==> config.mk <==
export PLATFORM = sky130hd
export DESIGN_NAME = lbu_regs_top
export DESIGN_NICKNAME = d
export VERILOG_FILES = /design/src/rtl/lbu_pkg.sv /design/src/rtl/lbu_loop_fifo.sv /design/src/rtl/lbu_ctrl_regs.sv /design/src/rtl/lbu_status.sv /design/src/rtl/lbu_regs_top.sv
export SDC_FILE = /design/constraint.sdc
export NUM_CORES = 1
export LEC_CHECK = 0
export ABC_AREA = 1
export CELL_PAD_IN_SITES_DETAIL_PLACEMENT = 1
export CELL_PAD_IN_SITES_GLOBAL_PLACEMENT = 2
export CORE_MARGIN = 2
export CORE_UTILIZATION = 32
export DETAILED_ROUTE_END_ITERATION = 16
export GPL_TIMING_DRIVEN = 1
export PLACE_DENSITY_LB_ADDON = 0.1
export SLEW_MARGIN = 20
export SYNTH_ARGS = -nofsm -noshare
export SYNTH_HDL_FRONTEND = slang
export SYNTH_SLANG_ARGS = --single-unit
==> constraint.sdc <==
create_clock -name clk -period 9.8 [get_ports clk]
set_input_delay 2.94 -clock clk [delete_from_list [all_inputs] [get_ports clk]]
set_output_delay 2.94 -clock clk [all_outputs]
set_load 0.05 [all_outputs]
==> src/rtl/lbu_pkg.sv <==
package lbu_pkg;

    typedef enum logic [2:0] {
        REG_DATA      = 3'd0,
        REG_IEN       = 3'd1,
        REG_IDENT     = 3'd2,
        REG_LINECTL   = 3'd3,
        REG_MODEMCTL  = 3'd4,
        REG_LINESTAT  = 3'd5,
        REG_MODEMSTAT = 3'd6,
        REG_SCRATCH   = 3'd7
    } reg_addr_e;

    localparam int IEN_RXDATA   = 0;
    localparam int IEN_TXEMPTY  = 1;
    localparam int IEN_LINESTAT = 2;
    localparam int IEN_MODEM    = 3;

    localparam int LCR_DIVACC   = 7;

    localparam int MCR_DTR      = 0;
    localparam int MCR_RTS      = 1;
    localparam int MCR_AUTOFLOW = 5;

    localparam int FCR_ENABLE   = 0;
    localparam int FCR_CLR_RX   = 1;
    localparam int FCR_CLR_TX   = 2;

    typedef struct packed {
        logic [3:0] ien;
        logic [7:0] linectl;
        logic [7:0] modemctl;
        logic [7:0] scratch;
        logic [7:0] div_lo;
        logic [7:0] div_hi;
        logic       fifo_on;
        logic [1:0] trig_sel;
    } cfg_t;

    function automatic logic [4:0] trig_level(input logic fifo_on, input logic [1:0] sel);
        logic [4:0] lvl;
        if (!fifo_on) begin
            lvl = 5'd1;
        end else begin
            case (sel)
                2'b00:   lvl = 5'd1;
                2'b01:   lvl = 5'd4;
                2'b10:   lvl = 5'd8;
                default: lvl = 5'd14;
            endcase
        end
        return lvl;
    endfunction

    function automatic logic [7:0] ident_code(input logic ls, input logic rd,
                                              input logic te, input logic ms);
        logic [7:0] code;
        if (ls)      code = 8'hC6;
        else if (rd) code = 8'hC4;
        else if (te) code = 8'hC2;
        else if (ms) code = 8'hC0;
        else         code = 8'hC1;
        return code;
    endfunction

endpackage

==> src/rtl/lbu_loop_fifo.sv <==
module lbu_loop_fifo #(
    parameter int DEPTH = 16,
    parameter int WIDTH = 8,
    localparam int AW = (DEPTH > 1) ? $clog2(DEPTH) : 1,
    localparam int CW = $clog2(DEPTH + 1)
) (
    input  logic             clk,
    input  logic             rst,
    input  logic             push,
    input  logic             pop,
    input  logic             clr,
    input  logic [CW-1:0]    limit,
    input  logic [WIDTH-1:0] din,
    output logic [WIDTH-1:0] head_data,
    output logic [CW-1:0]    count,
    output logic [CW-1:0]    count_nxt,
    output logic             empty,
    output logic             push_ok,
    output logic             pop_ok,
    output logic             overrun
);

    logic [WIDTH-1:0] mem [DEPTH];
    logic [AW-1:0]    wr_ptr, rd_ptr;
    logic [CW-1:0]    after_pop;

    function automatic logic [AW-1:0] step(input logic [AW-1:0] p);
        return (p == AW'(DEPTH - 1)) ? '0 : p + AW'(1);
    endfunction

    assign empty     = (count == '0);
    assign pop_ok    = pop && !clr && !empty;
    assign after_pop = count - CW'(pop_ok);
    assign push_ok   = push && !clr && (after_pop < limit);
    assign head_data = empty ? '0 : mem[rd_ptr];

    always_comb begin
        if (clr) count_nxt = '0;
        else     count_nxt = after_pop + CW'(push_ok);
    end

    always_ff @(posedge clk) begin
        if (push_ok) mem[wr_ptr] <= din;
    end

    always_ff @(posedge clk) begin
        if (rst) begin
            wr_ptr  <= '0;
            rd_ptr  <= '0;
            count   <= '0;
            overrun <= 1'b0;
        end else begin
            count <= count_nxt;
            if (clr) begin
                wr_ptr <= '0;
                rd_ptr <= '0;
            end else begin
                if (push_ok) wr_ptr <= step(wr_ptr);
                if (pop_ok)  rd_ptr <= step(rd_ptr);
            end
            if (push_ok)                overrun <= 1'b0;
            else if (push && !clr)      overrun <= 1'b1;
        end
    end

    assert_count_bound_R2: assert property (@(posedge clk) disable iff (rst)
        count <= CW'(DEPTH));

    assert_clear_empties_R6: assert property (@(posedge clk) disable iff (rst)
        clr |=> (count == '0));

    assert_reject_sets_overrun_R3: assert property (@(posedge clk) disable iff (rst)
        (push && !push_ok && !clr) |=> overrun);

    assert_empty_read_keeps_R4: assert property (@(posedge clk) disable iff (rst)
        (pop && empty && !push && !clr) |=> (count == '0) && $stable(rd_ptr));

endmodule

==> src/rtl/lbu_ctrl_regs.sv <==
module lbu_ctrl_regs
    import lbu_pkg::*;
(
    input  logic       clk,
    input  logic       rst,
    input  logic       wr_en,
    input  logic [2:0] wr_addr,
    input  logic [7:0] wr_data,
    output cfg_t       cfg,
    output logic       push_req,
    output logic       clr_req,
    output logic       ien_txempty_wr
);

    reg_addr_e wsel;
    logic      divacc;

    assign wsel   = reg_addr_e'(wr_addr);
    assign divacc = cfg.linectl[LCR_DIVACC];

    assign push_req       = wr_en && (wsel == REG_DATA) && !divacc;
    assign clr_req        = wr_en && (wsel == REG_IDENT) &&
                            (wr_data[FCR_CLR_RX] || wr_data[FCR_CLR_TX]);
    assign ien_txempty_wr = wr_en && (wsel == REG_IEN) && !divacc &&
                            wr_data[IEN_TXEMPTY];

    always_ff @(posedge clk) begin
        if (rst) begin
            cfg          <= '0;
            cfg.fifo_on  <= 1'b1;
        end else if (wr_en) begin
            case (wsel)
                REG_DATA: begin
                    if (divacc) cfg.div_lo <= wr_data;
                end
                REG_IEN: begin
                    if (divacc) cfg.div_hi <= wr_data;
                    else        cfg.ien    <= wr_data[3:0];
                end
                REG_IDENT: begin
                    cfg.fifo_on  <= wr_data[FCR_ENABLE];
                    cfg.trig_sel <= wr_data[7:6];
                end
                REG_LINECTL: begin
                    cfg.linectl <= wr_data;
                    if (wr_data[LCR_DIVACC]) begin
                        cfg.div_lo <= '0;
                        cfg.div_hi <= '0;
                    end
                end
                REG_MODEMCTL: cfg.modemctl <= wr_data;
                REG_SCRATCH:  cfg.scratch  <= wr_data;
                default: ;
            endcase
        end
    end

    assert_divisor_cleared_R5: assert property (@(posedge clk) disable iff (rst)
        (wr_en && wsel == REG_LINECTL && wr_data[LCR_DIVACC])
        |=> (cfg.div_lo == 8'h00) && (cfg.div_hi == 8'h00));

    assert_ien_kept_in_divacc_R5: assert property (@(posedge clk) disable iff (rst)
        (wr_en && wsel == REG_IEN && divacc) |=> $stable(cfg.ien));

endmodule

==> src/rtl/lbu_status.sv <==
module lbu_status
    import lbu_pkg::*;
#(
    parameter int CW = 5
) (
    input  logic [3:0]    ien,
    input  logic [7:0]    modemctl,
    input  logic [CW-1:0] count,
    input  logic [CW-1:0] limit,
    input  logic [CW-1:0] trig,
    input  logic          empty,
    input  logic          overrun,
    output logic [7:0]    ident,
    output logic [7:0]    linestat,
    output logic [7:0]    modemstat
);

    logic c_ls, c_rd, c_te, c_ms, full, cts;

    assign c_ls = ien[IEN_LINESTAT] && overrun;
    assign c_rd = ien[IEN_RXDATA]   && (count >= trig);
    assign c_te = ien[IEN_TXEMPTY]  && empty;
    assign c_ms = ien[IEN_MODEM]    && (modemctl[MCR_DTR] || modemctl[MCR_RTS]);

    assign ident = ident_code(c_ls, c_rd, c_te, c_ms);

    assign linestat = {1'b0, empty, empty, 3'b000, overrun, !empty};

    assign full      = (count >= limit);
    assign cts       = !(modemctl[MCR_AUTOFLOW] && full);
    assign modemstat = {1'b1, 1'b0, 1'b1, cts, 2'b00, 1'b1, cts};

endmodule

==> src/rtl/lbu_regs_top.sv <==
module lbu_regs_top
    import lbu_pkg::*;
#(
    parameter int DEPTH = 16,
    localparam int CW = $clog2(DEPTH + 1)
) (
    input  logic       clk,
    input  logic       rst,
    input  logic       wr_en,
    input  logic [2:0] wr_addr,
    input  logic [7:0] wr_data,
    input  logic       rd_en,
    input  logic [2:0] rd_addr,
    output logic [7:0] rd_data,
    output logic       irq_pulse
);

    cfg_t          cfg;
    logic          push_req, clr_req, ien_txempty_wr, pop_req;
    logic [7:0]    head_data, ident, linestat, modemstat;
    logic [CW-1:0] count, count_nxt, limit, trig;
    logic          empty, push_ok, pop_ok, overrun, divacc;
    logic          ev_ovr, ev_trig, ev_drain, ev_arm;
    reg_addr_e     rsel;

    assign divacc  = cfg.linectl[LCR_DIVACC];
    assign rsel    = reg_addr_e'(rd_addr);
    assign pop_req = rd_en && (rsel == REG_DATA) && !divacc;
    assign limit   = cfg.fifo_on ? CW'(DEPTH) : CW'(1);
    assign trig    = CW'(trig_level(cfg.fifo_on, cfg.trig_sel));

    lbu_ctrl_regs u_ctrl (
        .clk            (clk),
        .rst            (rst),
        .wr_en          (wr_en),
        .wr_addr        (wr_addr),
        .wr_data        (wr_data),
        .cfg            (cfg),
        .push_req       (push_req),
        .clr_req        (clr_req),
        .ien_txempty_wr (ien_txempty_wr)
    );

    lbu_loop_fifo #(.DEPTH(DEPTH), .WIDTH(8)) u_fifo (
        .clk       (clk),
        .rst       (rst),
        .push      (push_req),
        .pop       (pop_req),
        .clr       (clr_req),
        .limit     (limit),
        .din       (wr_data),
        .head_data (head_data),
        .count     (count),
        .count_nxt (count_nxt),
        .empty     (empty),
        .push_ok   (push_ok),
        .pop_ok    (pop_ok),
        .overrun   (overrun)
    );

    lbu_status #(.CW(CW)) u_status (
        .ien       (cfg.ien),
        .modemctl  (cfg.modemctl),
        .count     (count),
        .limit     (limit),
        .trig      (trig),
        .empty     (empty),
        .overrun   (overrun),
        .ident     (ident),
        .linestat  (linestat),
        .modemstat (modemstat)
    );

    always_comb begin
        case (rsel)
            REG_DATA:      rd_data = divacc ? cfg.div_lo : head_data;
            REG_IEN:       rd_data = divacc ? cfg.div_hi : {4'h0, cfg.ien};
            REG_IDENT:     rd_data = ident;
            REG_LINECTL:   rd_data = cfg.linectl;
            REG_MODEMCTL:  rd_data = cfg.modemctl;
            REG_LINESTAT:  rd_data = linestat;
            REG_MODEMSTAT: rd_data = modemstat;
            default:       rd_data = cfg.scratch;
        endcase
    end

    assign ev_ovr   = push_req && !push_ok && cfg.ien[IEN_LINESTAT];
    assign ev_trig  = push_ok && cfg.ien[IEN_RXDATA] && (count_nxt == trig);
    assign ev_drain = pop_ok && cfg.ien[IEN_TXEMPTY] && (count_nxt == '0);
    assign ev_arm   = ien_txempty_wr && empty;

    always_ff @(posedge clk) begin
        if (rst) irq_pulse <= 1'b0;
        else     irq_pulse <= ev_ovr || ev_trig || ev_drain || ev_arm;
    end

    assert_pulse_cause_R12: assert property (@(posedge clk) disable iff (rst)
        irq_pulse |-> $past(wr_en || rd_en));

    assert_divacc_no_push_R5: assert property (@(posedge clk) disable iff (rst)
        (wr_en && wr_addr == 3'd0 && divacc && !rd_en) |=> $stable(count));

    assert_same_cycle_full_accept_R11: assert property (@(posedge clk) disable iff (rst)
        (push_req && pop_req && count == limit) |=> (count == $past(count)) && !overrun);

endmodule

==> impl_metrics.yaml, run 1 <==
floorplan:
  dieArea_sq_um: 28320
  initial_core_util: 0.3232
  chipHeight_um: 168.3
  row_count: 60
  pin_count: 27
  core_region_area_sq_um: 26730
  die_w_um: 168.3
synthesis:
  synth-seq-cells: 194
  synth_top_area_frac: 0.4450
  synth_area_leaders: "edfxtp_1, dfxtp_1, nor2_1, o21ai_0, nand2_1"
  synth-edff-count: 128
  syn_inst: 913
  synth_top_area_cell: "edfxtp_1"
  ys_top_cells_by_count: "nor2_1, edfxtp_1, nand2_1"
  yosysWarnings: 0
  syn_area_sq_um: 8638
  synth_nets: 947
  yosysMostFrequentCell: "nor2_1"
  ys_types: 40
  syn_area_per_cell_sq_um: 9.461
  synthArstFlopShare: 0
  ys_seq_area_frac: 0.5979
  ys.flop_type: "edfxtp_1"
final_layout:
  diodes: 0
  areaGrowthSynthToFinish_pct: 13.59
  fin_util: 0.3671
  drive_gt1_frac: 0.06816
  final_nets: 960
timing:
  finalSetupTns_ps: 0
  fmax_mhz: 115.9
  setup_viol: 0
  post-route-period-util: 0.8802
  tightest_slew_ps: 1099
  finalHoldViolations: 0
  clock-skew-final_ps: 15.64
  min_period_ps: 8626
  drv_slew: 0
  hold_slack_ps: 451.5
  rsz0062_at_grt: "false"
  maxSlewHeadroom: 0.2646
drt:
  firstDrtPassIters: 4
  drt-vias-per-instance: 5.123
  ant_nets: 0
  drcViolationCount: 0
  dr_total_vias: 6558
  drt_iter0_drc: 490
  avgRoutedWirePerCell_um: 20.76
  totalWireLength_um: 26570
clock_network:
  clockBufferDepth: 2
  cts_resized: 0
  post_cts_buffers: 0
  cts-hold-fix-buffers: 0
  cts-buffers-inserted: 17
  cts_sinks: 194
  clkLatencyLatePin_ps: 440
  cts_tree: "done"
  ctsHtreeMaxLevel: 4
  root_buffer: "clkbuf_16"
  path_clk_slew_ps: 70
global_routing:
  antenna_found_initial: 0
  overflow: 0
  grt_pass1_vias: 6843
  grt_use_total: 0.1946
  grt_max_degree: 71
  grt_pass1_wl_um: 41230
worst_setup_path:
  critical-path-top-delay-family: "buffers and inverters"
  critPathBufInv: 4
  crit_path_cell_trace: "clkdlybuf4s50_1 -> nor3_1 -> inv_1 -> a21oi_1 -> a311oi_1 -> nand3_1 -> nand2_1 -> inv_1 -> clkdlybuf4s50_1"
  critPathCaptureType: "output pin"
  crit_cells: 9
  worstSetupPathType: "input pin to output pin"
  max_stage_delay_ps: 790
  crit_required_ps: 6860
  slowest_stage: "clkdlybuf4s50_1"
  worst_setup_path_start_kind: "input pin"
  worst-endpoint-arrival_ps: 5690
  crit_fanout: 9
  reg2reg_depth: 25
power_and_ir_drop:
  p_comb_frac: 0.058
  powerDensity_nw_per_um2: 174.7
  netSwitchingFraction: 0.2536
  internal_power_mw: 1.279
  power.switching_mw: 0.4346
  irDropWorstVdd_mv: 0.08502
  power_frac_seq: 0.515
  clkPwrFrac: 0.427
  cellLeakagePower_nw: 3.525
placement:
  gp_congestion: 0.8881
  dpl.hpwl_um: 18330
  numPortBuffers: 26
flow_run:
  max_cap_viol_count: 0
outcome:
  outcome: "completed"
min_path:
  hold_depth: 2
  hold_class: "flip-flop to flip-flop"
per-stage QoR:
stage / setup slack (ps) / power (mW) / instance area [sq um] / instances
floorplan: 2264 / 0.9540 / 8638 / 913
CTS: 1229 / 1.733 / 9809 / 1280
detailed placement: 1231 / 1.002 / 9184 / 1248
global placement: 1293 / 0.9992 / 9184 / 1248
global route: 1024 / 1.776 / 9812 / 1280
finish: 1174 / 1.714 / 9812 / 1280
area by class of cell:
| class | instances | area [sq um] |
|---|---|---|
| repair buffers | 34 | 320.3 |
| flip-flops and latches | 194 | 5166 |
| well taps | 341 | 426.7 |
| multi-input cells | 607 | 2995 |
| inverters | 72 | 277.8 |
| fillers | 3044 | 16910 |
| clock buffers | 17 | 425.4 |
| clock inverters | 15 | 200.2 |
cells in the final DEF (no fill, tap or decap), types with 2 or more instances in the layout:
cell | Yosys | layout
nor2_1 | 165 | 164
dfxtp_1 | 66 | 65
clkinv_4 | 1 | 3
inv_8 | 0 | 4
inv_1 | 64 | 64
nand3_1 | 48 | 48
nand3b_1 | 3 | 3
nor3_1 | 10 | 10
clkbuf_16 | 0 | 17
o21ai_0 | 114 | 114
buf_4 | 9 | 8
nand2_2 | 3 | 3
o211ai_1 | 18 | 18
clkdlybuf4s50_1 | 0 | 26
nor2_2 | 2 | 3
a221oi_1 | 2 | 2
a211oi_1 | 2 | 2
ha_1 | 16 | 16
nand4_1 | 8 | 8
xor2_1 | 4 | 4
nand2_1 | 117 | 117
a21oi_1 | 64 | 64
o22ai_1 | 12 | 12
clkinv_8 | 0 | 4
edfxtp_1 | 128 | 128
o21ai_1 | 3 | 3
inv_6 | 0 | 3
inv_2 | 6 | 6
nand3_4 | 2 | 2
or2_2 | 3 | 3
power groups by stage:
stage	combinational, mW	clock [mW]	sequential (mW)
final	0.0986	0.732	0.883
after global routing	0.109	0.783	0.884
after floorplan	0.0550	0	0.899
after global placement	0.0971	0	0.902
after detailed placement	0.100	0	0.902
after CTS	0.100	0.750	0.883
routing by layer:
| layer | global-route usage | share of wire | vias up |
|---|---|---|---|
| met4 | 0.06484 | 0.022 | 0 |
| met1 | 0.2558 | 0.45 | 3234 |
| met2 | 0.3310 | 0.49 | 111 |
| met3 | 0.02703 | 0.030 | 33 |
| li1 | - | - | 3180 |
| met5 | 0 | 0 | - |
kinds of logic after synthesis:
kind of cell | share of synthesized area
AOI/OAI and AO/OA | 0.1396
xor gates and xnor gates | 0.004055
adders and majority gates | 0.02317
buffers and inverters | 0.05562
DFF | 0.5979
and+or+nand+nor | 0.1796
worst register-to-register path, stage by stage (launching register included):
cell,delay (ps)
dfxtp_1,390
nor2_1,170
nand4_1,350
nand2_1,290
nor2_4,90
nand3_4,100
clkinv_4,80
ha_1,220
ha_1,220
nand2_1,90
xor2_1,230
ha_1,270
nand2_1,80
nand2_2,130
inv_4,140
ha_1,190
ha_1,170
nand3b_1,110
nand3_1,190
nand2_1,130
nand2_1,60
nor2_1,120
nand3_1,90
nand2_1,80
nand2_1,60
a21oi_1,110
worst paths after layout:
check                           slack, ps                        from                          to
worst max-delay path                 1170                  rd_addr[2]                  rd_data[2]
worst min-delay path                  450  u_ctrl.cfg[1]$_SDFFE_PP0P_  u_ctrl.cfg[1]$_SDFFE_PP0P_
worst max register to register       5570  u_fifo.count[2]$_SDFF_PP0_        irq_pulse$_SDFF_PP0_
worst min register to register        450  u_ctrl.cfg[1]$_SDFFE_PP0P_  u_ctrl.cfg[1]$_SDFFE_PP0P_
registers in the layout, summed over array words and instances (netlist names), named ones only:
signal,flops
u_fifo.mem,128
u_fifo.wr_ptr,4
irq_pulse,1
u_ctrl.cfg,47
u_fifo.overrun,1
u_fifo.rd_ptr,4
u_fifo.count,5
No activity file was read; power rests on OpenSTA's default activity.
==> run 2: changes to the inputs <==
Settings changed: ABC_AREA 1 to unset.
==> impl_metrics.yaml, run 2 <==
worst_setup_path:
  worst_setup_path_start_kind: "input pin"
  critPathCaptureType: "output pin"
  worst-endpoint-arrival_ps: 5600
  crit_required_ps: 6860
  crit_fanout: 10
  worstSetupPathType: "input pin to output pin"
global_routing:
  grt_max_degree: 55
  grt_pass1_wl_um: 36090
  antenna_found_initial: 0
  grt_use_total: 0.1738
  overflow: 0
  grt_pass1_vias: 5730
placement:
  gp_congestion: 0.7719
  dp_cells: 1006
  dpl.hpwl_um: 16110
  dpl_cell_area_sq_um: 9173
  numPortBuffers: 26
synthesis:
  synth-edff-count: 128
  syn_area_per_cell_sq_um: 12.83
  syn_area_sq_um: 8573
  synth_nets: 702
  yosysWarnings: 0
  synthArstFlopShare: 0
  synth_top_area_cell: "edfxtp_1"
  synth_area_leaders: "edfxtp_1, dfxtp_1, mux4_2, nand2_1, mux2i_1"
  syn_inst: 668
  synth_top_area_frac: 0.4483
  ys_types: 63
  yosysMostFrequentCell: "edfxtp_1"
  ys_top_cells_by_count: "edfxtp_1, nand2_1, dfxtp_1"
  ys.flop_type: "edfxtp_1"
  ys_seq_area_frac: 0.6025
  synth-seq-cells: 194
timing:
  fmax_mhz: 117.0
  maxSlewHeadroom: 0.2741
  tightest_slew_ps: 1085
  hold_slack_ps: 463.0
  rsz0062_at_grt: "false"
  min_period_ps: 8545
  post-route-period-util: 0.8719
  finalSetupTns_ps: 0
  drv_slew: 0
  setup_viol: 0
  finalHoldViolations: 0
  clock-skew-final_ps: 21.24
drt:
  drt_iter0_drc: 277
  firstDrtPassIters: 4
  top_layer: "met4"
  totalWireLength_um: 23570
  wl_met1_um: 11280
  avgRoutedWirePerCell_um: 22.73
  met3_length_um: 497
  drcViolationCount: 0
  ant_nets: 0
  drt-vias-per-instance: 5.182
  dr_total_vias: 5374
  wl_met2_um: 11620
final_layout:
  mostFrequentLayoutCell: "edfxtp_1"
  drive_gt1_frac: 0.1410
  final_nets: 724
  largest_registers: "u_fifo.mem: 128 flops, u_ctrl.cfg: 47 flops, u_fifo.count: 5 flops"
  largest-register: "u_fifo.mem"
  fillCellCount: 2708
  layout_common_cells: "edfxtp_1, nand2_1, dfxtp_1"
  fin_area_sq_um: 9733
  diodes: 0
  areaGrowthSynthToFinish_pct: 13.53
  largest_reg_flops: 128
  stdcell_count: 1037
power_and_ir_drop:
  cellLeakagePower_nw: 3.143
  irDropWorstVdd_mv: 0.1084
  powerDensity_nw_per_um2: 169.7
clock_network:
  cts_tree: "done"
  path_clk_slew_ps: 60
  root_buffer: "clkbuf_16"
  post_cts_buffers: 0
  cts-buffers-inserted: 17
  clockBufferDepth: 2
  clkLatencyLatePin_ps: 440
  cts_sinks: 194
  cts_resized: 0
  ctsHtreeMaxLevel: 4
  cts-hold-fix-buffers: 0
floorplan:
  row_count: 59
  core_region_area_sq_um: 26210
  pin_count: 27
  chipHeight_um: 167.7
  die_w_um: 167.7
  initial_core_util: 0.3271
  dieArea_sq_um: 28120
min_path:
  hold_class: "flip-flop to flip-flop"
outcome:
  outcome: "completed"
flow_run:
  max_cap_viol_count: 0
## run 2: cell types whose count changed in the layout (fill, tap and decap cells not counted), sizes merged, moves of 15 or more
cell and change:
nor2 -104, o21ai -99, inv -59, nand3 -40, mux4 +38, nand2 -30
mux2i +27, a21oi -20, o211ai -15
## run 2: power breakdown
part | internal, mW | total (mW) | switching (mW)
combinational | 0.0311 | 0.0926 | 0.0615
sequential | 0.875 | 0.880 | 0.00482
clock | 0.356 | 0.680 | 0.324
total | 1.26 | 1.65 | 0.390
## run 2: path summary, 6_finish.rpt
path                                     from                          end  slack [ps]  cells past startpoint
setup / recovery                   rd_addr[2]                   rd_data[1]        1260                      7
hold / removal    u_ctrl.cfg[26]$_SDFFE_PP0P_  u_ctrl.cfg[26]$_SDFFE_PP0P_         460                      2
setup reg to reg  u_ctrl.cfg[42]$_SDFFE_PP0P_         irq_pulse$_SDFF_PP0_        4660                     16
hold reg to reg   u_ctrl.cfg[26]$_SDFFE_PP0P_  u_ctrl.cfg[26]$_SDFFE_PP0P_         460                      2
## run 2: cell families (layout without fill, tap and decap cells)
logic type	count (synthesis)	in the layout	share of synthesized area
flip-flops	194	194	0.6025
buffers and inverters	53	87	0.02919
adder cells (fa/ha/maj)	16	16	0.02335
AO/OA/AOI/OAI	103	103	0.07692
XOR/XNOR	8	8	0.009778
AND/OR/NAND/NOR	222	222	0.1178
multiplexers	72	72	0.1405
## run 2: cell type report
type	count	area (sq um)	share of cell area
flip-flops and latches	194	5166	0.5308
well taps	335	419.2	0.04306
inverters	15	56.30	0.005785
multi-input cells	421	3163	0.3250
repair buffers	41	370.4	0.03805
clock buffers	19	432.9	0.04448
clock inverters	12	125.1	0.01286
## run 2: metal layers
metal / track usage / vias to the layer above
met5: 0 / -
met4: 0.03743 / 0
met1: 0.2399 / 2786
met3: 0.02694 / 13
li1: - / 2520
met2: 0.2908 / 55
## run 2: critical path, stage by stage
cell             delay (ps)
clkdlybuf4s50_1         630
or4_4                   520
a21oi_4                 300
nand2_1                 100
a21oi_1                 160
a41o_1                  130
clkdlybuf4s50_1         800
## run 2: per-stage QoR
step / utilization / power (mW) / setup WS (ps)
2_1_floorplan: - / 0.9480 / 2156
3_3_place_gp: 0.3500 / 0.9902 / 1265
3_5_place_dp: 0.3500 / 0.9922 / 1233
4_1_cts: 0.3713 / 1.670 / 1227
5_1_grt: 0.3714 / 1.709 / 1046
6_report: 0.3714 / 1.652 / 1255
